$ cat config.mk
export PLATFORM = sky130hd
export DESIGN_NAME = uart_irq_ctrl
export DESIGN_NICKNAME = d
export VERILOG_FILES = /design/src/rtl/uart_irq_pkg.sv /design/src/rtl/irq_sources.sv /design/src/rtl/irq_prio.sv /design/src/rtl/uart_irq_ctrl.sv
export SDC_FILE = /design/constraint.sdc
export NUM_CORES = 1
export LEC_CHECK = 0
export ABC_AREA = 0
export ABC_CLOCK_PERIOD_IN_PS = 1300
export BUFFER_PORTS_ARGS = -buffer_cell sky130_fd_sc_hd__buf_2
export CAP_MARGIN = 10
export CELL_PAD_IN_SITES_DETAIL_PLACEMENT = 0
export CELL_PAD_IN_SITES_GLOBAL_PLACEMENT = 1
export CORE_AREA = 5 5 53 55
export DETAILED_ROUTE_END_ITERATION = 16
export DIE_AREA = 0 0 58 60
export GPL_ROUTABILITY_DRIVEN = 0
export MAX_ROUTING_LAYER = met4
export PLACE_DENSITY = 0.68
export SLEW_MARGIN = 20
export SYNTH_ARGS = -nofsm -noshare
export SYNTH_HDL_FRONTEND = slang
export SYNTH_SLANG_ARGS = --single-unit
export TNS_END_PERCENT = 30
$ cat constraint.sdc
create_clock -name clk -period 1.3 [get_ports clk]
set_input_delay 0.13 -clock clk [delete_from_list [all_inputs] [get_ports clk]]
set_output_delay 0.13 -clock clk [all_outputs]
set_load 0.05 [all_outputs]
$ cat src/rtl/uart_irq_pkg.sv
package uart_irq_pkg;
  localparam int NLVL  = 7;
  localparam int LS_W  = 4;
  localparam int MS_W  = 4;
  localparam int IER_W = 8;
  localparam int CW    = 6;

  typedef enum logic [2:0] {
    LV_LS  = 3'd0,
    LV_RTO = 3'd1,
    LV_RXD = 3'd2,
    LV_TX  = 3'd3,
    LV_MS  = 3'd4,
    LV_XS  = 3'd5,
    LV_FC  = 3'd6
  } lvl_e;

  localparam logic [CW-1:0] CODE_NONE = 6'h01;

  function automatic logic [CW-1:0] code_of(input int lvl);
    case (lvl)
      0:       return 6'h06;
      1:       return 6'h0C;
      2:       return 6'h04;
      3:       return 6'h02;
      4:       return 6'h00;
      5:       return 6'h10;
      default: return 6'h20;
    endcase
  endfunction
endpackage

$ cat src/rtl/irq_sources.sv
module irq_sources
  import uart_irq_pkg::*;
(
  input  logic             clk,
  input  logic             rst_n,
  input  logic             enh_mode,
  input  logic             afc_rts_en,
  input  logic             afc_cts_en,
  input  logic [IER_W-1:0] ier,
  input  logic [LS_W-1:0]  ls_evt,
  input  logic [MS_W-1:0]  ms_evt,
  input  logic             rx_at_trig,
  input  logic             rx_tmo_evt,
  input  logic             tx_at_thr,
  input  logic             xoff_evt,
  input  logic             xon_evt,
  input  logic             spc_evt,
  input  logic             rx_char,
  input  logic             rts_pin,
  input  logic             cts_pin,
  input  logic             lsr_rd,
  input  logic             msr_rd,
  input  logic             rhr_rd,
  input  logic             thr_wr,
  input  logic             ack_tx,
  input  logic             ack_xs,
  output logic [NLVL-1:0]  act
);
  logic ls_p, rto_p, tx_p, ms_p, xoff_p, spc_p, rts_p, cts_p;
  logic tx_q, rts_q, cts_q;
  logic tx_rise, rts_rise, cts_rise;
  logic unused_ier4;

  assign unused_ier4 = ier[4];
  assign tx_rise  = tx_at_thr & ~tx_q;
  assign rts_rise = rts_pin & ~rts_q & enh_mode & afc_rts_en;
  assign cts_rise = cts_pin & ~cts_q & enh_mode & afc_cts_en;

  always_ff @(posedge clk) begin
    if (!rst_n) begin
      ls_p <= 1'b0; rto_p <= 1'b0; tx_p <= 1'b0; ms_p <= 1'b0;
      xoff_p <= 1'b0; spc_p <= 1'b0; rts_p <= 1'b0; cts_p <= 1'b0;
      tx_q <= 1'b1; rts_q <= 1'b1; cts_q <= 1'b1;
    end else begin
      tx_q   <= tx_at_thr;
      rts_q  <= rts_pin;
      cts_q  <= cts_pin;
      ls_p   <= (|ls_evt) | (ls_p & ~lsr_rd);
      rto_p  <= rx_tmo_evt | (rto_p & ~rhr_rd);
      tx_p   <= tx_rise | (tx_p & ~thr_wr & ~ack_tx);
      ms_p   <= (|ms_evt) | (ms_p & ~msr_rd);
      xoff_p <= xoff_evt | (xoff_p & ~xon_evt & ~ack_xs);
      spc_p  <= spc_evt | (spc_p & ~rx_char & ~ack_xs);
      rts_p  <= rts_rise | (rts_p & ~msr_rd);
      cts_p  <= cts_rise | (cts_p & ~msr_rd);
    end
  end

  always_comb begin
    act         = '0;
    act[LV_LS]  = ls_p & ier[2];
    act[LV_RTO] = rto_p & ier[0];
    act[LV_RXD] = rx_at_trig & ier[0];
    act[LV_TX]  = tx_p & ier[1];
    act[LV_MS]  = ms_p & ier[3];
    act[LV_XS]  = (xoff_p | spc_p) & ier[5] & enh_mode;
    act[LV_FC]  = ((rts_p & ier[6]) | (cts_p & ier[7])) & enh_mode;
  end

  assert_lsr_clear_R3: assert property (@(posedge clk) disable iff (!rst_n)
    (lsr_rd && ls_evt == '0) |=> !ls_p);
  assert_set_wins_R12: assert property (@(posedge clk) disable iff (!rst_n)
    (rx_tmo_evt && rhr_rd) |=> rto_p);
  assert_tx_kept_R6: assert property (@(posedge clk) disable iff (!rst_n)
    (tx_p && !thr_wr && !ack_tx) |=> tx_p);
  assert_fc_gate_R9: assert property (@(posedge clk) disable iff (!rst_n)
    (!enh_mode && !rts_p && !cts_p) |=> (!rts_p && !cts_p));
endmodule

$ cat src/rtl/irq_prio.sv
module irq_prio
  import uart_irq_pkg::*;
(
  input  logic            clk,
  input  logic            rst_n,
  input  logic [NLVL-1:0] act,
  output logic [NLVL-1:0] sel,
  output logic [CW-1:0]   code
);
  logic found;

  always_comb begin
    sel   = '0;
    code  = CODE_NONE;
    found = 1'b0;
    for (int i = 0; i < NLVL; i++) begin
      if (act[i] && !found) begin
        sel[i] = 1'b1;
        code   = code_of(i);
        found  = 1'b1;
      end
    end
  end

  assert_single_grant_R2: assert property (@(posedge clk) disable iff (!rst_n)
    $onehot0(sel));
  assert_grant_pending_R2: assert property (@(posedge clk) disable iff (!rst_n)
    ((sel & ~act) == '0));
endmodule

$ cat src/rtl/uart_irq_ctrl.sv
module uart_irq_ctrl
  import uart_irq_pkg::*;
(
  input  logic       clk,
  input  logic       rst_n,
  input  logic       enh_mode,
  input  logic       afc_rts_en,
  input  logic       afc_cts_en,
  input  logic [7:0] ier,
  input  logic [3:0] ls_evt,
  input  logic [3:0] ms_evt,
  input  logic       rx_at_trig,
  input  logic       rx_tmo_evt,
  input  logic       tx_at_thr,
  input  logic       xoff_evt,
  input  logic       xon_evt,
  input  logic       spc_evt,
  input  logic       rx_char,
  input  logic       rts_pin,
  input  logic       cts_pin,
  input  logic       isr_rd,
  input  logic       lsr_rd,
  input  logic       msr_rd,
  input  logic       rhr_rd,
  input  logic       thr_wr,
  output logic [5:0] isr_code,
  output logic       irq
);
  logic [NLVL-1:0] act;
  logic [NLVL-1:0] sel;
  logic            ack_tx, ack_xs;

  assign ack_tx = isr_rd & sel[LV_TX];
  assign ack_xs = isr_rd & sel[LV_XS];
  assign irq    = |act;

  irq_sources u_src (
    .clk(clk), .rst_n(rst_n), .enh_mode(enh_mode),
    .afc_rts_en(afc_rts_en), .afc_cts_en(afc_cts_en), .ier(ier),
    .ls_evt(ls_evt), .ms_evt(ms_evt), .rx_at_trig(rx_at_trig),
    .rx_tmo_evt(rx_tmo_evt), .tx_at_thr(tx_at_thr), .xoff_evt(xoff_evt),
    .xon_evt(xon_evt), .spc_evt(spc_evt), .rx_char(rx_char),
    .rts_pin(rts_pin), .cts_pin(cts_pin), .lsr_rd(lsr_rd),
    .msr_rd(msr_rd), .rhr_rd(rhr_rd), .thr_wr(thr_wr),
    .ack_tx(ack_tx), .ack_xs(ack_xs), .act(act)
  );

  irq_prio u_prio (
    .clk(clk), .rst_n(rst_n), .act(act), .sel(sel), .code(isr_code)
  );

  assert_irq_matches_code_R11: assert property (@(posedge clk) disable iff (!rst_n)
    irq == (isr_code != CODE_NONE));
  assert_reset_idle_R1: assert property (@(posedge clk)
    !rst_n |=> (isr_code == CODE_NONE && !irq));
endmodule

# [Yosys cells after proc, flatten, opt, wreduce, memory -nomap -nowiden]
# Index checks and enable logic that the tools add are counted.
[classes] n_addsub=0 n_mul=0 div_mod_pow=0 magnitude_cmp=0 eq_ne=0 n_shift=0 mux=15 bitwise=51 n_reduce_logical=15
[op_table] cell="1-bit AND" count=30
[op_table] cell="4-bit 2-to-1 mux" count=4
[op_table] cell="1-bit inverter" count=11
[op_table] cell="1-bit OR" count=10
[op_table] cell="1-bit 2-to-1 mux" count=8
[op_table] cell="4-bit OR reduction" count=2
[op_table] cell="7-bit OR reduction" count=1
[op_table] cell="1-bit logical AND" count=6
[op_table] cell="1-bit logical NOT" count=6
[op_table] cell="6-bit 2-to-1 mux" count=1
[op_table] cell="5-bit 2-to-1 mux" count=1
[op_table] cell="3-bit 2-to-1 mux" count=1
[word_totals] ff_bits=11 latchBits=0 mem_bits_rw=0 mem_bits_ro=0 in_bits=35 output_inout_bits=7 word_cells=92 n_memories=0

# [Longest topological paths before layout]
# Gate-level depths: netlist of run 1.
[logic_depth] depth_word=21 depth_mapped=3 depth_no_buf=3

# [Modules after synthesis]
# Synthesis of run 1 repeated with hierarchy kept, for this count alone.
[hier_totals] hier_cells=64 area_unflattened_um2=616.8
[modules_own_cells] module="irq_sources" n_inst=1 cells_each=44 area_per_inst_um2=452.9 seq_area_each_um2=220.2
[modules_own_cells] module="irq_prio" n_inst=1 cells_each=15 area_per_inst_um2=136.4 seq_area_each_um2=0.0
[modules_own_cells] module="uart_irq_ctrl" n_inst=1 cells_each=5 area_per_inst_um2=27.5 seq_area_each_um2=0.0

# [Least setup slack after synthesis of run 1]
# No wires, ideal clock.
[synth_timing] path_kind="flip-flop to output port" startpoint="reg u_src.rto_p" endpoint="out isr_code[1]" arrival_time_ps=1619 t_required_ps=1170 path_slack_ps=-449 path_stages_with_launch=3 n_path_buf=0 path_cell_list="dfxtp_1 -> o21a_4 -> o21ai_0"
[synth_between] elab_chain_len=18 elab_cells_between_ends=23 classes_between="mux (11); bitwise (1); reduce/logical (11)"
[synth_lines] element="from (decl)" line="irq_sources.sv:29" rtl="logic ls_p, rto_p, tx_p, ms_p, xoff_p, spc_p, rts_p, cts_p;"
[synth_lines] element="from (signal assigned)" line="irq_sources.sv:49" rtl="rto_p <= rx_tmo_evt | (rto_p & ~rhr_rd);"
[synth_lines] element="1-bit AND (*)" line="irq_sources.sv:62" rtl="act[LV_RTO] = rto_p & ier[0];"
[synth_lines] element="1-bit logical AND (*)" line="irq_prio.sv:17" rtl="if (act[i] && !found) begin"
[synth_lines] element="1-bit 2-to-1 mux" line="irq_prio.sv:17"
[synth_lines] element="1-bit logical NOT" line="irq_prio.sv:17"
[synth_lines] element="1-bit logical AND" line="irq_prio.sv:17"
[synth_lines] element="1-bit 2-to-1 mux" line="irq_prio.sv:17"
[synth_lines] element="1-bit logical NOT" line="irq_prio.sv:17"
[synth_lines] element="1-bit logical AND" line="irq_prio.sv:17"
[synth_lines] element="[2 not listed]"
[synth_lines] element="1-bit logical AND" line="irq_prio.sv:17"
[synth_lines] element="1-bit 2-to-1 mux" line="irq_prio.sv:17"
[synth_lines] element="1-bit logical NOT" line="irq_prio.sv:17"
[synth_lines] element="1-bit logical AND" line="irq_prio.sv:17"
[synth_lines] element="1-bit 2-to-1 mux" line="irq_prio.sv:17"
[synth_lines] element="1-bit logical NOT" line="irq_prio.sv:17"
[synth_lines] element="1-bit logical AND" line="irq_prio.sv:17"
[synth_lines] element="6-bit 2-to-1 mux (*)" line="irq_prio.sv:17"
[synth_lines] element="to (decl)" line="uart_irq_ctrl.sv:26" rtl="output logic [5:0] isr_code,"
# Mark *: on every way between the ends. The rest lies on a longest branch, timed or not.

# [Final worst setup path of run 1]
[layout_timing] startpoint="reg u_src.tx_p" endpoint="out isr_code[0]"
[layout_between] elab_chain_len=12 elab_cells_between_ends=15 classes_between="mux (7); bitwise (1); reduce/logical (7)"
[layout_lines] element="from (decl)" line="irq_sources.sv:29"
[layout_lines] element="from (signal assigned)" line="irq_sources.sv:50" rtl="tx_p <= tx_rise | (tx_p & ~thr_wr & ~ack_tx);"
[layout_lines] element="1-bit AND (*)" line="irq_sources.sv:64" rtl="act[LV_TX] = tx_p & ier[1];"
[layout_lines] element="1-bit logical AND (*)" line="irq_prio.sv:17"
[layout_lines] element="1-bit 2-to-1 mux" line="irq_prio.sv:17"
[layout_lines] element="1-bit logical NOT" line="irq_prio.sv:17"
[layout_lines] element="1-bit logical AND" line="irq_prio.sv:17"
[layout_lines] element="1-bit 2-to-1 mux" line="irq_prio.sv:17"
[layout_lines] element="1-bit logical NOT" line="irq_prio.sv:17"
[layout_lines] element="1-bit logical AND" line="irq_prio.sv:17"
[layout_lines] element="1-bit 2-to-1 mux" line="irq_prio.sv:17"
[layout_lines] element="1-bit logical NOT" line="irq_prio.sv:17"
[layout_lines] element="1-bit logical AND" line="irq_prio.sv:17"
[layout_lines] element="6-bit 2-to-1 mux (*)" line="irq_prio.sv:17"
# Marks and branches as above.

==> impl_metrics.py, run 1 <==
metrics = {
    "sta": {
        "clock_skew_ns": 0.00192,
        "tightestPinTransition_ns": 0.258,
        "period_share_pct": 115,
        "fin_setup_tns_ns": -0.681,
        "rsz_0062_raised_after_global_routing": "yes",
        "fin_hold_ws_ns": 0.0448,
        "worst_relative_slew_slack_pct": 82.7,
        "min_period_ns": 1.49,
        "final-hold-violation-count": 0,
        "final-max-slew-violation-count": 0,
        "fin_ws_ns": -0.191,
        "finalSetupViolations": 4,
        "maxClockFrequency_ghz": 0.671,
    },
    "synth": {
        "async_flop_share_pct": 0,
        "yosys.area.top_type_share_pct": 40.9,
        "synthCells": 59,
        "yosys.cell_types.count": 25,
        "synthesized_netlist_net_count": 94,
        "syn_area_sq_um": 538,
        "synthSimpleGateAreaFrac_pct": 33.5,
        "synth_top_family_by_area": "simple AND/OR/NAND/NOR gates",
        "yosysSeqAreaShare_pct": 40.9,
        "yosys.area_share.adder_pct": 0,
        "flops_latches_synth": 11,
        "synth_mux_area_share_pct": 0,
        "compound_gate_fraction_of_synth_area_pct": 23.5,
        "postSynth.topFlopCell": "sky130_fd_sc_hd__dfxtp_1",
        "avgSynthCellArea_sq_um": 9.12,
        "synth-warning-count": 0,
        "synth_largest_area_cell": "sky130_fd_sc_hd__dfxtp_1",
        "post_synth_edffs": 0,
        "synth-xor-area-share_pct": 0,
        "biggest_area_contributors_in_the_synthesized_netlist": "sky130_fd_sc_hd__dfxtp_1 41%, sky130_fd_sc_hd__nand2b_1 9.3%, sky130_fd_sc_hd__a21boi_0 5.6%, sky130_fd_sc_hd__nor4b_4 4.4%, sky130_fd_sc_hd__nand2_1 4.2%",
    },
    "grt": {
        "grt_start_max_net_pins": 13,
        "grt.overflow.total": 0,
        "number_of_antenna_violations_at_the_first_check_in_global_routing": 0,
        "groute.usage.overall_pct": 10.6,
        "grt_first_pass_wirelength_microns": 2620,
        "first_global_vias": 661,
    },
    "cells_and_area": {
        "layout_common_cells": "35 x sky130_fd_sc_hd__buf_2, 7 x sky130_fd_sc_hd__nand2b_1, 6 x sky130_fd_sc_hd__buf_6, 6 x sky130_fd_sc_hd__dfxtp_1",
        "synthToLayoutAreaGrowth_pct": 65.1,
        "insertedDiodeCount": 0,
        "fin_nets": 141,
        "final_common_cell": "sky130_fd_sc_hd__buf_2",
        "post_route_cells_drive_above_1_share_pct": 57.1,
    },
    "route": {
        "wirelength_microns": 1680,
        "detail_route.first_pass.iterations": 3,
        "route.antenna.remaining_nets": 0,
        "drt_iter0_markers": 8,
        "routed_via_density": 4.44,
        "drt_drc_violations_left": 0,
        "wl_per_cell_microns": 12.4,
        "detailroute.via_count": 599,
    },
    "critical_path": {
        "cp_slowest_stage_delay_ns": 0.34,
        "timing.reg2reg.worst_path_depth": 5,
        "worst_setup_path_start_kind": "flop",
        "timing.critical_path.slowest_stage_cell": "sky130_fd_sc_hd__dfxtp_2",
        "cp_num_buf_inv": 1,
        "worst_setup_path_startpoint": "u_src.tx_p$_SDFF_PN0_",
        "crit_family": "compound AO/OA/AOI/OAI gates",
        "reg2reg_from": "u_src.rto_p$_SDFF_PN0_",
        "cp.depth": 4,
        "timing.setup.critical_path_class": "flop to output port",
        "worstSetupEndpointType": "output port",
        "worst_ep_required_time_ns": 1.17,
        "cp_max_fo": 3,
        "crit_path_cell_trace": "a22oi_2 -> nand4_1 -> a21oi_2 -> buf_6",
        "worst-endpoint-arrival_ns": 1.36,
    },
    "clocking": {
        "insertion_delay_ns": 0.27,
        "clkSlewWorstSetupHoldPaths_ns": 0.07,
        "tritoncts.num_buffers": 3,
        "number_of_buffers_inserted_for_hold_repair_after_clock_tree_synthesis": 0,
        "cts.path.max_buffers": 2,
        "cts_tree": "built",
        "sink_count": 11,
        "cts_root_buffer": "sky130_fd_sc_hd__clkbuf_4",
        "htree_levels": 1,
    },
    "outcome": {
        "violations": "negative setup slack",
        "outcome": "finished, violations left",
    },
    "flow_run": {
        "drv_cap": 0,
    },
    "die": {
        "initial_standard_cell_utilization_of_the_core_pct": 23.0,
        "floorplan.die_area_sq_mm": 0.00348,
        "fp.dieW_microns": 58,
        "top_level_ports": 42,
        "site_rows": 18,
        "floorplan.core_area_sq_mm": 0.00234,
        "die_height_microns": 60,
    },
    "power_and_ir_drop": {
        "static-leakage-power_nw": 0.410,
        "ir_drop_mv": 0.619,
        "post-layout-total-power_w": 0.000822,
        "power.density_cell_area_mw_per_mm2": 925,
    },
    "placement": {
        "placement.setup.worst_slack_ns": -0.0241,
        "dp.final_hpwl_microns": 1330,
        "portBuffers": 40,
    },
    "worst_hold_path": {
        "hold_path.startpoint": "thr_wr",
        "hold_path.class": "primary input to flop",
        "worst_hold_stages": 2,
    },
}
Yosys cell counts (all sizes together), types with 2 or more instances:
master and instances:
nand4b 2, o21a 2, nor2b 3, nand2b 8, a21boi 4, inv 2, a31oi 2, o21ai 4
dfxtp 11, nand2 6, nor4 2
routing by layer:
metal | part of all wire, % | vias to the layer above | global-route usage, %
met4 | 0.72 | 0 | 4.97
met5 | 0 | - | -
li1 | - | 309 | -
met2 | 51 | 26 | 18.1
met3 | 8.6 | 2 | 3.67
met1 | 39 | 262 | 11.0
registers in the layout (all words and copies together) (netlist names):
| register | cells |
|---|---|
| u_src.spc_p | 1 |
| u_src.ms_p | 1 |
| u_src.cts_q | 1 |
| u_src.xoff_p | 1 |
| u_src.tx_q | 1 |
| u_src.ls_p | 1 |
| u_src.cts_p | 1 |
| u_src.rts_q | 1 |
| u_src.rto_p | 1 |
| u_src.rts_p | 1 |
| u_src.tx_p | 1 |
cells by family (layout without fill, tap and decap cells):
logic type             after synthesis  count (layout)
flip-flops                          11              11
buffers and inverters                3              49
AO/OA/AOI/OAI                       17              17
AND/OR/NAND/NOR                     28              28
area by class of cell:
| cell class | instances | area [sq um] |
|---|---|---|
| repair buffers | 43 | 258 |
| fillers | 279 | 1450 |
| well taps | 30 | 37.5 |
| clock buffers | 4 | 26.3 |
| flip-flops and latches | 11 | 226 |
| multi-input cells | 45 | 333 |
| inverters | 2 | 7.51 |
power by group:
part	total (W)	switching [W]	internal (W)
Sequential	0.000366	0.0000102	0.000356
Clock	0.000237	0.000118	0.000119
Combinational	0.000219	0.000118	0.000101
Total	0.000822	0.000246	0.000576
stage by stage:
stage               util, %  std cells  cell area (sq um)
global placement       33.4        129                783
global route           37.9        135                888
floorplan                 -         59                542
finish                 37.9        135                888
detailed placement     33.4        129                783
CTS                    37.4        135                876
what timing repair did:
action                     4_1_cts  5_1_grt
setup endpoints to repair        6        8
buffers inserted                 2        0
pin swaps                        6        4
resized for setup               17        5
path summary, 6_finish.rpt:
kind                                               end  slack (ns)
worst max-delay path                       isr_code[0]       -0.19
worst min-delay path             u_src.tx_p$_SDFF_PN0_        0.04
worst max register to register  u_src.spc_p$_SDFF_PN0_        0.03
worst min register to register  u_src.cts_p$_SDFF_PN0_        0.48
(Power assumes the default switching activity.)
==> run 2, diff against run 1 <==
Settings changed: ABC_CLOCK_PERIOD_IN_PS 1300 to 1400.
Clock period 1.3 ns to 1.4 ns, I/O delays scaled along.
==> run 2 against run 1 <==
Effect of this change: the flow still finishes with violations (negative setup slack); via count is 1.3% lower; register-to-register slack better by 0.07 ns; combinational power is 10% lower; die area stayed put; first-iteration DRC count is 25% higher; final cell count is 0.74% higher; clock-buffer cell count stayed put; core utilization is 0.53 points lower; clock power is 11% lower; routed wire length is 6.6% lower; largest cell class unchanged.
==> impl_metrics.py, run 2 (synthesized netlist as in run 1, its figures left out) <==
metrics = {
    "sta": {
        "tightestPinTransition_ns": 0.266,
        "fin_ws_ns": -0.0938,
        "worst_relative_slew_slack_pct": 82.2,
        "rsz_0062_raised_after_global_routing": "yes",
        "min_period_ns": 1.49,
        "fin_setup_tns_ns": -0.222,
        "maxClockFrequency_ghz": 0.669,
        "clock_skew_ns": 0.00254,
        "finalSetupViolations": 4,
        "final-hold-violation-count": 0,
        "final-max-slew-violation-count": 0,
        "period_share_pct": 107,
    },
    "die": {
        "initial_standard_cell_utilization_of_the_core_pct": 23.0,
        "floorplan.die_area_sq_mm": 0.00348,
        "die_height_microns": 60,
        "floorplan.core_area_sq_mm": 0.00234,
        "top_level_ports": 42,
        "fp.dieW_microns": 58,
        "site_rows": 18,
    },
    "cells_and_area": {
        "fin_nets": 142,
        "post_route_cells_drive_above_1_share_pct": 54.7,
        "fillers": 259,
        "insertedDiodeCount": 0,
        "seq_area_sq_um": 226,
        "fin_util_pct": 37.4,
        "synthToLayoutAreaGrowth_pct": 62.8,
        "final_common_cell": "sky130_fd_sc_hd__buf_2",
        "multiInputGateArea_sq_um": 323,
        "layout_common_cells": "36 x sky130_fd_sc_hd__buf_2, 7 x sky130_fd_sc_hd__nand2b_1, 6 x sky130_fd_sc_hd__nand2_1, 6 x sky130_fd_sc_hd__dfxtp_1",
    },
    "grt": {
        "grt_first_pass_wirelength_microns": 2310,
        "grt_start_max_net_pins": 13,
        "number_of_antenna_violations_at_the_first_check_in_global_routing": 0,
        "grt.overflow.total": 0,
        "groute.usage.overall_pct": 9.17,
        "first_global_vias": 560,
    },
    "clocking": {
        "clkSlewWorstSetupHoldPaths_ns": 0.07,
        "insertion_delay_ns": 0.26,
        "sink_count": 11,
        "cts_root_buffer": "sky130_fd_sc_hd__clkbuf_4",
        "tritoncts.num_buffers": 3,
        "htree_levels": 1,
        "cts.path.max_buffers": 2,
        "cts_tree": "built",
    },
    "route": {
        "wl_per_cell_microns": 11.5,
        "detailroute.via_count": 591,
        "drt_drc_violations_left": 0,
        "wirelength_microns": 1570,
        "detail_route.first_pass.iterations": 4,
        "route.antenna.remaining_nets": 0,
        "routed_via_density": 4.35,
        "drt_iter0_markers": 10,
    },
    "critical_path": {
        "worst-endpoint-arrival_ns": 1.35,
        "worst_ep_required_time_ns": 1.26,
        "r2r_slack_ns": 0.10,
        "worstSetupEndpointType": "output port",
        "cp_max_fo": 3,
        "timing.setup.critical_path_class": "flop to output port",
        "worst_setup_path_start_kind": "flop",
    },
    "flow_run": {
        "drv_cap": 0,
    },
    "placement": {
        "dp.final_hpwl_microns": 1250,
        "portBuffers": 40,
    },
    "power_and_ir_drop": {
        "static-leakage-power_nw": 0.412,
        "ir_drop_mv": 0.346,
        "power.density_cell_area_mw_per_mm2": 854,
    },
    "worst_hold_path": {
        "hold_path.class": "primary input to flop",
    },
    "outcome": {
        "outcome": "finished, violations left",
        "violations": "negative setup slack",
    },
}
## run 2: final cells by class
class	count	share of cell area [%]
multi-input combinational	45	36.9
sequential	11	25.9
clock buffer	4	3.00
timing repair buffer	44	29.1
inverter	2	0.857
tap	30	4.29
## run 2: what timing repair did
action,CTS,global route
hold buffers,0,0
pin swaps,4,2
setup buffers,3,1
setup endpoints to repair,4,7
gates cloned,0,0
gates resized for setup,10,7
## run 2: worst paths after layout
path,start,cells after the start,end
worst max-delay path,u_src.spc_p$_SDFF_PN0_,4,isr_code[0]
worst min-delay path,thr_wr,2,u_src.tx_p$_SDFF_PN0_
worst max register to register,u_src.rto_p$_SDFF_PN0_,5,u_src.xoff_p$_SDFF_PN0_
worst min register to register,u_src.cts_p$_SDFF_PN0_,2,u_src.cts_p$_SDFF_PN0_
## run 2: metal layers
layer  vias to the layer above  part of all wire, %  wire length [microns]  GRT usage, %
li1                        307                    -                      -             -
met4                         0                 0.57                      9          4.97
met5                         -                    0                      0             -
met1                       257                   44                    688          10.7
met2                        25                   47                    739          14.2
met3                         2                  8.2                    129          2.59
## run 2: metrics by stage
stage | hold WS (ns) | instances | setup WS, ns | power [W] | instance area (sq um)
after global placement | 0.333 | 128 | 0.0862 | 0.000516 | 772
after floorplan | 0.213 | 59 | -0.181 | 0.000443 | 538
after CTS | 0.0520 | 135 | -0.119 | 0.000756 | 848
final | 0.0540 | 136 | -0.0938 | 0.000748 | 876
after global routing | 0.0522 | 136 | -0.172 | 0.000786 | 876
after detailed placement | 0.337 | 128 | 0.0815 | 0.000519 | 772
## run 2: worst max-delay path, stage by stage (launching register included)
cell and delay [ns]:
sky130_fd_sc_hd__dfxtp_2 0.32, sky130_fd_sc_hd__o211ai_2 0.18, sky130_fd_sc_hd__nand4_1 0.19, sky130_fd_sc_hd__a21oi_1 0.18, sky130_fd_sc_hd__buf_4 0.22
## run 2: power breakdown
part,switching (W),total (W),leakage (nW),internal (W)
logic,0.000106,0.000197,0.305,0.0000912
registers,0.00000864,0.000339,0.0925,0.000331
clock network,0.000102,0.000212,0.0150,0.000110
total,0.000216,0.000748,0.412,0.000532
==> run 3, diff against run 2 <==
Settings changed: ABC_CLOCK_PERIOD_IN_PS 1400 to 1520.
Clock period 1.4 ns to 1.52 ns, I/O delays scaled along.
==> run 3 against run 2 <==
Effect of this change: flip-flop and latch count stayed put; global-route usage is 0.66 points higher; total power is 8.5% lower; critical path type unchanged; largest cell class unchanged; clock-buffer cell count stayed put; first-iteration DRC count is 60% lower; the run now ends clean; register-to-register slack better by 0.13 ns.
==> impl_metrics.py, run 3 (synthesized netlist as in run 1, its figures left out) <==
metrics = {
    "outcome": {
        "outcome": "finished clean",
    },
    "grt": {
        "grt.overflow.total": 0,
        "groute.usage.overall_pct": 9.82,
        "number_of_antenna_violations_at_the_first_check_in_global_routing": 0,
        "grt_start_max_net_pins": 13,
        "grt_first_pass_wirelength_microns": 2480,
        "first_global_vias": 615,
    },
    "clocking": {
        "cts_root_buffer": "sky130_fd_sc_hd__clkbuf_4",
        "htree_levels": 1,
        "clkSlewWorstSetupHoldPaths_ns": 0.08,
        "cts.path.max_buffers": 2,
        "sink_count": 11,
        "insertion_delay_ns": 0.27,
        "cts_tree": "built",
        "tritoncts.num_buffers": 3,
    },
    "critical_path": {
        "reg2reg_from": "u_src.rto_p$_SDFF_PN0_",
        "cp_num_buf_inv": 1,
        "timing.reg2reg.worst_path_depth": 5,
        "worst_setup_path_startpoint": "u_src.tx_p$_SDFF_PN0_",
        "timing.setup.critical_path_class": "flop to output port",
        "crit_path_cell_trace": "a22oi_2 -> nand4_1 -> a21oi_1 -> buf_4",
        "reg2reg_to": "u_src.xoff_p$_SDFF_PN0_",
        "cp_slowest_stage_delay_ns": 0.34,
        "cp_max_fo": 3,
        "worstSetupEndpointType": "output port",
        "worst_ep_required_time_ns": 1.37,
        "crit_family": "compound AO/OA/AOI/OAI gates",
        "worst-endpoint-arrival_ns": 1.35,
        "worst_setup_path_start_kind": "flop",
        "r2r_slack_ns": 0.23,
        "timing.critical_path.slowest_stage_cell": "sky130_fd_sc_hd__dfxtp_2",
    },
    "route": {
        "detail_route.first_pass.iterations": 4,
        "detailroute.via_count": 592,
        "routed_via_density": 4.39,
        "drt_drc_violations_left": 0,
        "drt_iter0_markers": 4,
        "route.antenna.remaining_nets": 0,
        "wl_per_cell_microns": 11.2,
        "wirelength_microns": 1510,
    },
    "cells_and_area": {
        "layout_common_cells": "36 x sky130_fd_sc_hd__buf_2, 8 x sky130_fd_sc_hd__nand2b_1, 7 x sky130_fd_sc_hd__dfxtp_1, 6 x sky130_fd_sc_hd__nand2_1, 5 x sky130_fd_sc_hd__buf_4",
        "post_route_cells_drive_above_1_share_pct": 52.4,
        "fin_nets": 141,
        "synthToLayoutAreaGrowth_pct": 58.4,
        "insertedDiodeCount": 0,
        "final_common_cell": "sky130_fd_sc_hd__buf_2",
    },
    "power_and_ir_drop": {
        "static-leakage-power_nw": 0.396,
        "power.density_cell_area_mw_per_mm2": 804,
        "power_frac_seq_pct": 45.6,
        "comb_power_share_pct": 24.9,
        "power.switching_fraction_pct": 29.7,
        "internal_power_w": 0.000481,
        "ir_drop_mv": 0.453,
        "post-layout-total-power_w": 0.000685,
        "netSwitchingPower_w": 0.000204,
        "p_clk_share_pct": 29.5,
    },
    "sta": {
        "min_period_ns": 1.50,
        "maxClockFrequency_ghz": 0.665,
        "final-max-slew-violation-count": 0,
        "clock_skew_ns": 0.00528,
        "tightestPinTransition_ns": 0.257,
        "rsz_0062_raised_after_global_routing": "yes",
        "period_share_pct": 99.0,
        "finalSetupViolations": 0,
        "fin_ws_ns": 0.0156,
        "final-hold-violation-count": 0,
        "worst_relative_slew_slack_pct": 82.8,
    },
    "worst_hold_path": {
        "timing.hold.worst_endpoint": "u_src.tx_p$_SDFF_PN0_",
        "hold_path.startpoint": "thr_wr",
        "worst_hold_stages": 2,
        "hold_path.class": "primary input to flop",
    },
    "die": {
        "site_rows": 18,
        "die_height_microns": 60,
        "floorplan.core_area_sq_mm": 0.00234,
        "top_level_ports": 42,
        "floorplan.die_area_sq_mm": 0.00348,
        "fp.dieW_microns": 58,
        "initial_standard_cell_utilization_of_the_core_pct": 23.0,
    },
    "flow_run": {
        "drv_cap": 0,
    },
    "placement": {
        "portBuffers": 40,
        "placement.setup.worst_slack_ns": 0.189,
        "dp.final_hpwl_microns": 1240,
    },
}
==> run 3: cell count changes in the layout (fill, tap and decap cells not counted) <==
cell / previous run / this run
sky130_fd_sc_hd__dfxtp_2: 5 / 4
sky130_fd_sc_hd__buf_8: 1 / 0
sky130_fd_sc_hd__nand2b_1: 7 / 8
sky130_fd_sc_hd__dfxtp_1: 6 / 7
sky130_fd_sc_hd__nand2b_4: 1 / 0
==> run 3: power groups by stage <==
stage | Clock, W | Sequential [W] | Combinational, W
2_1_floorplan | 0 | 0.000315 | 0.0000931
3_3_place_gp | 0 | 0.000317 | 0.000158
3_5_place_dp | 0 | 0.000317 | 0.000160
4_1_cts | 0.000215 | 0.000311 | 0.000171
5_1_grt | 0.000232 | 0.000315 | 0.000185
6_report | 0.000202 | 0.000312 | 0.000171
==> run 3: how the worst max path moves through the flow <==
stage | endpoint | slack, ns | depth (start not counted)
2_1_floorplan | isr_code[0] | -0.07 | 3
3_3_place_gp | isr_code[0] | 0.20 | 4
3_5_place_dp | isr_code[0] | 0.19 | 4
4_1_cts | isr_code[4] | -0.02 | 4
5_1_grt | isr_code[0] | -0.06 | 4
6_report | isr_code[0] | 0.02 | 4
==> run 3: what timing repair did <==
action,CTS,global route
hold buffers,0,0
hold endpoints to repair,0,0
gates resized for setup,8,5
pin swaps,4,2
endpoints found under the setup margin,4,4
setup buffers,3,0
==> run 3: area by class of cell <==
| type | instances | area, sq um |
|---|---|---|
| fillers | 264 | 1490 |
| flip-flops and latches | 11 | 225 |
| inverters | 2 | 7.51 |
| repair buffers | 43 | 240 |
| well taps | 30 | 37.5 |
| multi-input cells | 45 | 315 |
| clock buffers | 4 | 26.3 |
==> run 3: per-stage QoR <==
stage	cell area [sq um]	util (%)	hold WS [ns]	setup TNS [ns]	instances
after global routing	852	36.4	0.0641	-0.140	135
after global placement	772	33.0	0.345	0	128
after floorplan	538	-	0.225	-0.0734	59
after detailed placement	772	33.0	0.355	0	128
after CTS	841	35.9	0.0556	-0.0178	135
final	852	36.4	0.0640	0	135
==> run 3: layer usage <==
metal  part of all wire (%)  GRT usage, %  wire (microns)  vias to the layer above
met3                    8.4          3.02             126                        2
met1                     46          11.8             688                      259
met4                   0.60          4.97               9                        0
met2                     45          14.8             682                       25
li1                       -             -               -                      306
met5                      0             -               0                        -
